`src/rtl/mod2n1_pkg.sv`:
```
package mod2n1_pkg;

  // Selects whether the result leaves through a register stage.
  typedef enum logic {
    OUT_COMB = 1'b0,
    OUT_REG  = 1'b1
  } out_mode_e;

endpackage

```
`src/rtl/mod2n1_pg.sv`:
```
// Per-bit generate and propagate terms of the two operand fields.
module mod2n1_pg #(
  parameter int W = 16
) (
  input  logic [W-1:0] a,
  input  logic [W-1:0] b,
  output logic [W-1:0] gen,
  output logic [W-1:0] prop
);

  for (genvar i = 0; i < W; i++) begin : g_bit
    assign gen[i]  = a[i] & b[i];
    assign prop[i] = a[i] ^ b[i];
  end

endmodule

```
`src/rtl/mod2n1_lookahead.sv`:
```
// Flat carry-lookahead with the modular carry-in folded into each carry.
// carry[i] is the carry into bit i; carry[0] is the corrected carry-in,
// carry[W] the final carry-out.
module mod2n1_lookahead #(
  parameter int W = 16
) (
  input  logic [W-1:0] gen,
  input  logic [W-1:0] prop,
  input  logic         a_nz,
  input  logic         b_nz,
  output logic         ovf0,
  output logic [W:0]   carry
);

  localparam logic [W:0] UNIT = {{W{1'b0}}, 1'b1};

  logic         hot;
  logic         cin;
  logic [W:1]   carry_nc;   // carries with a zero carry-in
  logic [W:1]   all_prop;   // every lower bit propagates

  assign hot  = a_nz & b_nz;
  assign ovf0 = carry_nc[W];
  assign cin  = hot & ~ovf0;
  assign carry[0] = cin;

  for (genvar i = 1; i <= W; i++) begin : g_carry
    localparam logic [W:0] LOW_I = (UNIT << i) - UNIT;
    logic [i-1:0] terms;

    for (genvar j = 0; j < i; j++) begin : g_term
      localparam logic [W:0]   LOW_J = (UNIT << (j + 1)) - UNIT;
      localparam logic [W-1:0] RUN   = LOW_I[W-1:0] & ~LOW_J[W-1:0];
      assign terms[j] = gen[j] & (&(prop | ~RUN));
    end

    assign carry_nc[i] = |terms;
    assign all_prop[i] = &(prop | ~LOW_I[W-1:0]);
    assign carry[i]    = carry_nc[i] | (all_prop[i] & cin);
  end

endmodule

```
`src/rtl/mod2n1_resolve.sv`:
```
// Sum bits and the result non-zero flag.
module mod2n1_resolve #(
  parameter int W = 16
) (
  input  logic [W-1:0] prop,
  input  logic [W:0]   carry,
  input  logic         ovf0,
  input  logic         a_nz,
  input  logic         b_nz,
  output logic [W-1:0] res_val,
  output logic         res_nz
);

  assign res_val = prop ^ carry[W-1:0];
  assign res_nz  = (ovf0 | ~carry[W]) & (a_nz | b_nz);

endmodule

```
`src/rtl/mod2n1_outreg.sv`:
```
// Output register stage used in registered mode.
module mod2n1_outreg #(
  parameter int W = 16
) (
  input  logic         clk,
  input  logic         rst_n,
  input  logic [W-1:0] d_val,
  input  logic         d_nz,
  output logic [W-1:0] q_val,
  output logic         q_nz
);

  logic [W-1:0] val_d, val_q;
  logic         nz_d,  nz_q;

  always_comb begin
    val_d = d_val;
    nz_d  = d_nz;
  end

  always_ff @(posedge clk or negedge rst_n) begin
    if (!rst_n) begin
      val_q <= '0;
      nz_q  <= 1'b0;
    end else begin
      val_q <= val_d;
      nz_q  <= nz_d;
    end
  end

  assign q_val = val_q;
  assign q_nz  = nz_q;

  AST_REG_LATENCY: assert property (@(posedge clk) disable iff (!rst_n)
    1'b1 |=> (q_val == $past(d_val) && q_nz == $past(d_nz)))
    else $error("output register latency broken");

endmodule

```
`src/rtl/mod2n1_cla_adder.sv`:
```
module mod2n1_cla_adder #(
  parameter int                     W        = 16,
  parameter mod2n1_pkg::out_mode_e  OUT_MODE = mod2n1_pkg::OUT_REG
) (
  input  logic         clk,
  input  logic         rst_n,
  input  logic [W-1:0] a_val,
  input  logic         a_nz,
  input  logic [W-1:0] b_val,
  input  logic         b_nz,
  output logic [W-1:0] sum_val,
  output logic         sum_nz
);

  localparam logic [W:0]   UNIT_X = {{W{1'b0}}, 1'b1};
  localparam logic [W:0]   WRAP   = (UNIT_X << W) - UNIT_X;
  localparam logic [W-1:0] ONE_W  = {{(W-1){1'b0}}, 1'b1};

  logic [W-1:0] gen, prop;
  logic [W:0]   carry;
  logic         ovf0;
  logic [W-1:0] res_val;
  logic         res_nz;

  mod2n1_pg #(.W(W)) u_pg (
    .a    (a_val),
    .b    (b_val),
    .gen  (gen),
    .prop (prop)
  );

  mod2n1_lookahead #(.W(W)) u_cla (
    .gen   (gen),
    .prop  (prop),
    .a_nz  (a_nz),
    .b_nz  (b_nz),
    .ovf0  (ovf0),
    .carry (carry)
  );

  mod2n1_resolve #(.W(W)) u_res (
    .prop    (prop),
    .carry   (carry),
    .ovf0    (ovf0),
    .a_nz    (a_nz),
    .b_nz    (b_nz),
    .res_val (res_val),
    .res_nz  (res_nz)
  );

  if (OUT_MODE == mod2n1_pkg::OUT_REG) begin : g_reg
    mod2n1_outreg #(.W(W)) u_out (
      .clk   (clk),
      .rst_n (rst_n),
      .d_val (res_val),
      .d_nz  (res_nz),
      .q_val (sum_val),
      .q_nz  (sum_nz)
    );
  end else begin : g_comb
    assign sum_val = res_val;
    assign sum_nz  = res_nz;
  end

  // Width-extended operand sum, used only by the checks below.
  logic [W:0] op_sum;
  assign op_sum = {1'b0, a_val} + {1'b0, b_val};

  AST_OPERAND_FORM: assert property (@(posedge clk) disable iff (!rst_n)
    (!a_nz |-> a_val == '0) and (!b_nz |-> b_val == '0))
    else $error("zero operand carries a non-zero field");

  AST_ZERO_CLEAN: assert property (@(posedge clk) disable iff (!rst_n)
    !res_nz |-> res_val == '0)
    else $error("zero result with non-zero field");

  AST_ZERO_OPERAND: assert property (@(posedge clk) disable iff (!rst_n)
    !b_nz |-> (res_val == a_val && res_nz == a_nz))
    else $error("zero operand changed the other operand");

  AST_WRAP_ZERO: assert property (@(posedge clk) disable iff (!rst_n)
    (a_nz && b_nz && op_sum == WRAP) |-> (!res_nz && res_val == '0))
    else $error("exact modulus did not wrap to zero");

  AST_OVF_FOLD: assert property (@(posedge clk) disable iff (!rst_n)
    (a_nz && b_nz && op_sum[W]) |-> (res_nz && res_val == op_sum[W-1:0]))
    else $error("overflow fold wrong");

  AST_NO_OVF_BUMP: assert property (@(posedge clk) disable iff (!rst_n)
    (a_nz && b_nz && op_sum < WRAP) |-> (res_nz && res_val == op_sum[W-1:0] + ONE_W))
    else $error("hot carry-in missing");

endmodule

```
`config.mk`:
```
export PLATFORM = sky130hd
export DESIGN_NAME = mod2n1_cla_adder
export DESIGN_NICKNAME = d
export VERILOG_FILES = /design/src/rtl/mod2n1_pkg.sv /design/src/rtl/mod2n1_pg.sv /design/src/rtl/mod2n1_lookahead.sv /design/src/rtl/mod2n1_resolve.sv /design/src/rtl/mod2n1_outreg.sv /design/src/rtl/mod2n1_cla_adder.sv
export SDC_FILE = /design/constraint.sdc
export NUM_CORES = 1
export LEC_CHECK = 0
export ABC_CLOCK_PERIOD_IN_PS = 1200
export CAP_MARGIN = 20
export CORE_MARGIN = 2
export CORE_UTILIZATION = 40
export CTS_CLUSTER_DIAMETER = 150
export DETAILED_ROUTE_END_ITERATION = 10
export PLACE_DENSITY_LB_ADDON = 0.08
export SLEW_MARGIN = 20
export SYNTH_ARGS = -nofsm -noshare
export SYNTH_HDL_FRONTEND = slang
export SYNTH_SLANG_ARGS = --single-unit
export TNS_END_PERCENT = 1
```
`constraint.sdc`:
```
create_clock -name clk -period 1.2 [get_ports clk]
set_input_delay 0.24 -clock clk [delete_from_list [all_inputs] [get_ports clk]]
set_output_delay 0.24 -clock clk [all_outputs]
set_load 0.05 [all_outputs]
```
==> results of run 1 <==
==> cells by family after synthesis <==
kind of cell	count (synthesis)	synth area share [%]
flip-flops	17	28.0
XOR/XNOR	15	8.64
buffers and inverters	13	4.28
AND/OR/NAND/NOR	48	18.3
AO/OA/AOI/OAI	59	27.7
adder cells (fa/ha/maj)	16	13.2
==> worst max-delay path by stage <==
stage	startpoint	cells after the start	endpoint
2_1_floorplan	a_val[3]	10	g_reg.u_out.q_val[14]
4_1_cts	b_val[5]	9	g_reg.u_out.q_val[14]
6_report	a_val[15]	9	g_reg.u_out.q_val[14]
5_1_grt	a_val[15]	9	g_reg.u_out.q_val[14]
3_3_place_gp	a_val[4]	9	g_reg.u_out.q_val[14]
3_5_place_dp	a_val[4]	9	g_reg.u_out.q_val[14]
==> final cells by class <==
type | count | area share [%]
clock buffers | 3 | 1.33
multi-input cells | 138 | 43.1
flip-flops and latches | 17 | 13.7
repair buffers | 125 | 39.5
clock inverters | 1 | 0.241
inverters | 2 | 0.241
well taps | 48 | 1.93
==> synth_stat cells, types with 2 or more instances <==
cell type	instances	share of area (%)
o311ai_0	2	1.2
nand4_1	4	1.6
xnor2_1	11	6.3
nand3_1	9	3.0
nor2b_1	2	0.82
ha_1	16	13
clkbuf_1	7	1.7
buf_6	2	1.5
nor2_1	7	1.7
o2111ai_1	2	1.2
inv_1	2	0.49
nand3b_1	4	2.0
xor2_1	4	2.3
nand2_1	9	2.2
a21o_1	3	1.5
dfrtp_1	17	28
o21ai_0	6	2.0
a21o_2	2	1.2
a211oi_1	4	2.0
and4_1	3	1.7
a21oi_1	17	5.6
a31o_2	4	2.3
a31oi_1	2	0.82
==> registers in the layout (all words and copies together) (netlist names) <==
signal,cells
g_reg.u_out.q_nz,1
g_reg.u_out.q_val,16
==> timing repair <==
| item | in CTS | in global routing |
|---|---|---|
| setup endpoints to repair | 17 | 17 |
| setup buffers | 12 | 2 |
| pin swaps | 34 | 23 |
| resized for setup | 90 | 21 |
==> power by group <==
| group | internal, mW | total [mW] | switching, mW |
|---|---|---|---|
| logic | 1.07 | 2.06 | 0.992 |
| clock network | 0.234 | 0.459 | 0.225 |
| registers | 0.691 | 0.797 | 0.106 |
==> routing by layer <==
metal / vias up / global-route usage, % / wire, um
met5: - / 0 / 0
li1: 883 / - / -
met4: 0 / 9.64 / 112
met3: 11 / 2.57 / 313
met2: 78 / 49.6 / 2990
met1: 907 / 33.2 / 2260
==> metrics by stage <==
step / TNS (ns) / instances / hold WS [ns] / utilization (%)
6_report: -14.39 / 334 / 0.293 / 85.0
5_1_grt: -15.69 / 334 / 0.314 / 85.0
4_1_cts: -15.07 / 332 / 0.313 / 81.7
3_5_place_dp: -27.51 / 316 / 0.596 / 74.0
3_3_place_gp: -25.59 / 316 / 0.588 / 74.0
2_1_floorplan: -16.25 / 168 / -0.0556 / -
==> metrics, run 1 <==
vias in the first global route 1936; Worst-path clk slew roughly 0.080 ns; core area 3660 um2; Synth Cell Area 1520 um2; most frequent cells in the layout 70 x buf_4, 17 x dfrtp_1, 17 x buf_12; crit-path max FO 4; pre-CTS setup slack -1.76 ns; async set-reset flop share out of synthesis 100%; worst ir drop on vdd 0.892 mV; HP Start b_nz; sequential element share of the synthesized area 28.0%; Crit-path slowest cell a2111o_1; critical path capture point type register; Fmax 0.447 GHz; period utilization 187%; synth-to-layout area growth 105%; gpl congestion 0.883; yosys warns 0; Yosys reg bits 17; fillers between 200 and 250; pin count of the biggest net entering global routing 18; clock buffer count from CTS 3; CTS tree done; die area 4310 um2; total grt overflow 0; cts hold-fix bufs 0; final instance area 3110 um2; die span in y 65.7 um; Max-Cap Viols 0; Initial DRT Pass Iterations 4; Power Density 1070 nW/um2; via count 1879; startpoint types input port; layout cells sized above 1 between 50% and 60%; Slew Viols, Final 0; unrepaired setup endpoints after global routing true; Worst Hold Path Cells 3; Crit path largest cell delay 0.43 ns; detailed-route wire length per cell 17.0 um; Leakage approximately 1.4 nW; Storage cell area approximately 430 um2; fin crit period 2.24 ns; violated checks setup timing; hold path endpoint g_reg.u_out.q_nz; worst endpoint data arrival time 2.42 ns; diode count 0; Die Width 65.7 um; Setup violations, final 17; Top Ports 53; First DRT Iteration DRCs 117; count of flip-flops with a built-in enable after synthesis 0; most common cell after layout, fill and taps aside buf_4; average cell area after synthesis between 9 and 10 um2; Cell variety after synth 52; Total GRT Usage 27.3%; Root Driver clkbuf_8; starting density of the core between 40 and 50%; chain of cells forming the critical path clkdlybuf4s15_1, ha_4, nand3b_1, a211oi_4, o311ai_1, a2111o_1, or3_4, a41oi_2, xor2_1; first-pass GRT wire length slightly above 9000 um; number of port buffers 52; worst hold path class in2reg; cells after synthesis ~170; Worst Max-Slew Pin Slew 0.317 ns; crit-path leading delay family compound AO/OA/AOI/OAI gates; status finished with violations; Final Net Count 339; Final Hold Fails 0; htree depth 1; Vias/cell 5.63; dpl cell area 2710 um2; Multi-input gate area 1340 um2; crit path kind in2reg; required time of the critical path 1.38 ns; total power about 3.3 mW; DR DRC count 0; Buf+Inv Stages, Crit Path 1; initial antenna violation count 0; post-layout worst setup margin -1.04 ns; Post-Route WL 5680 um; CTS max path bufs 2; Relative slew margins around four fifths; antenna-violating nets left 0; clk sinks 17; leading register cell type out of synthesis dfrtp_1; HPWL Detailed 4150 um; Mapped Nets 220; # rows 22
No activity file was read; power rests on OpenSTA's default activity.
==> run 2: changes to the inputs <==
--- a/config.mk
+++ b/config.mk
@@ -12,6 +12,7 @@
 export CTS_CLUSTER_DIAMETER = 150
 export DETAILED_ROUTE_END_ITERATION = 10
 export PLACE_DENSITY_LB_ADDON = 0.08
+export SETUP_SLACK_MARGIN = 0.1
 export SLEW_MARGIN = 20
 export SYNTH_ARGS = -nofsm -noshare
 export SYNTH_HDL_FRONTEND = slang
==> results of run 2 <==
Final layout, timing and power as in run 1 (identical DEF).
==> run 3: changes to the inputs <==
--- a/config.mk
+++ b/config.mk
@@ -5,7 +5,7 @@
 export SDC_FILE = /design/constraint.sdc
 export NUM_CORES = 1
 export LEC_CHECK = 0
-export ABC_CLOCK_PERIOD_IN_PS = 1200
+export ABC_CLOCK_PERIOD_IN_PS = 2850
 export CAP_MARGIN = 20
 export CORE_MARGIN = 2
 export CORE_UTILIZATION = 40
==> constraint.sdc (replaced) <==
create_clock -name clk -period 2.85 [get_ports clk]
set_input_delay 0.57 -clock clk [delete_from_list [all_inputs] [get_ports clk]]
set_output_delay 0.57 -clock clk [all_outputs]
set_load 0.05 [all_outputs]
==> run 3 against run 2 <==
Against the previous run: the flow now finishes without violations; power down 63%; worst setup slack better by 1.2 ns; sequential share of layout area up 1.2 points; sequential power down 62%; core utilization down 6.9 points; critical path type unchanged; largest cell class unchanged; highest routed layer unchanged.
==> metrics, run 3 (synthesis gave the netlist of run 1 again) <==
crit path kind in2reg; P_sw 0.508 mW; fin crit period approximately 2.7 ns; CTS max path bufs 2; CTS tree done; layout cells sized above 1 42.2%; via count 1792; die area between 4000 and 5000 um2; HP Start b_val[0]; Slew Viols, Final 0; Initial DRT Pass Iterations 4; total grt overflow 0; First DRT Iteration DRCs 97; pin count of the biggest net entering global routing 18; diode count 0; die span in y about 66 um; hold path endpoint g_reg.u_out.q_val[0]; Top Ports 53; core area 3660 um2; Total GRT Usage approximately a quarter; worst hold path class in2reg; gpl congestion 0.918; combinational share of power approximately 60%; unrepaired setup endpoints after global routing false; Max-Cap Viols 0; Crit path largest cell delay 0.44 ns; # rows 22; Worst-path clk slew 0.07 ns; initial antenna violation count 0; Power Density roughly 430 nW/um2; clock buffer count from CTS 3; switching part of the total approximately 42%; fillers 240; Buf+Inv Stages, Crit Path 1; Fmax 0.371 GHz; setup_tns 0 ns; chain of cells forming the critical path clkdlybuf4s50_1, ha_4, nand3b_1, a211oi_4, o311ai_2, a2111o_1, or3_4, a41oi_2, xor2_1; clk sinks 17; Setup violations, final 0; htree depth 1; Relative slew margins 46.6%; status finished clean; Vias/cell around 5.5; number of port buffers between 50 and 60; vias in the first global route between 1500 and 2000; Post-Route WL 5220 um; antenna-violating nets left 0; required time of the critical path 3.03 ns; synth-to-layout area growth 87.9%; DR DRC count 0; Worst Max-Slew Pin Slew approximately 0.8 ns; most common cell after layout, fill and taps aside buf_4; most frequent cells in the layout 60 x buf_4, 26 x clkdlybuf4s50_1, 17 x dfrtp_1; period utilization 94.5%; worst ir drop on vdd 0.329 mV; Worst Hold Path Cells 4; crit-path leading delay family compound AO/OA/AOI/OAI gates; Storage cell area 425 um2; cts hold-fix bufs 0; startpoint types input port; critical path capture point type register; Leakage 1.30 nW; worst endpoint data arrival time ~2.9 ns; HPWL Detailed 3800 um; Die Width 65.7 um; post-layout worst setup margin approximately 0.16 ns; pre-CTS setup slack -0.443 ns; sequential share of power 24.9%; Final Net Count approximately 330; Final Hold Fails 0; Multi-input gate area 1330 um2; first-pass GRT wire length 7910 um; Root Driver clkbuf_8; starting density of the core 41.5%; crit-path max FO 5; power share of the clock group roughly 15%; max reg flops 16; Crit-path slowest cell clkdlybuf4s50_1; detailed-route wire length per cell around 16 um; internal power ~0.71 mW
==> run 3: per-stage QoR <==
stage	hold WS, ns	cells	power, mW	utilization (%)	instance area [um2]
floorplan	0.274	168	0.686	-	1540
global placement	1.07	305	0.950	66.2	2420
detailed placement	1.08	305	0.961	66.2	2420
CTS	0.802	317	1.19	72.0	2640
global route	0.772	323	1.28	78.0	2860
finish	0.755	323	1.22	78.0	2860
==> run 3: area by class of cell <==
cell class	count	area share, %
Tap cell	48	2.10
Clock buffer	3	1.45
Inverter	2	0.263
Multi-Input combinational cell	138	46.5
Timing Repair Buffer	114	34.6
Sequential cell	17	14.9
Clock inverter	1	0.175
==> run 3: routing by layer <==
metal  wire, um  up-vias  track usage, %  share of wire [%]
li1           -      865               -                  -
met1       2310      860            31.5                 44
met2       2600       65            39.4                 50
met3        270        2            2.74                5.2
met4         38        0            7.03               0.73
met5          0        -               0                  0
==> run 3: worst max path at each step <==
stage / startpoint / end / slack, ns / cells after the start
floorplan: a_val[5] / g_reg.u_out.q_val[14] / 0.06 / 10
global placement: a_val[5] / g_reg.u_out.q_val[14] / -0.36 / 9
detailed placement: a_val[5] / g_reg.u_out.q_val[14] / -0.44 / 9
CTS: a_val[5] / g_reg.u_out.q_val[14] / 0.05 / 9
global route: b_val[15] / g_reg.u_out.q_val[14] / 0.07 / 9
finish: b_val[15] / g_reg.u_out.q_val[14] / 0.16 / 9
==> run 3: power by group through the flow <==
stage	combinational [mW]	sequential (mW)	clock (mW)
final	0.734	0.304	0.185
after global routing	0.777	0.308	0.200
after CTS	0.689	0.303	0.194
after detailed placement	0.652	0.309	0
after global placement	0.644	0.307	0
after floorplan	0.197	0.489	0
==> run 3: timing repair <==
item / 4_1_cts / 5_1_grt
gates cloned: 0 / 0
gates resized for setup: 33 / 52
pin swaps: 20 / 23
setup endpoints to repair: 14 / 10
buffers inserted: 8 / 6
==> run 3: tightest hold or removal path, stage by stage <==
cell and delay, ns:
dlymetal6s2s_1 0.12, ha_4 0.14, buf_4 0.09, xnor2_1 0.06
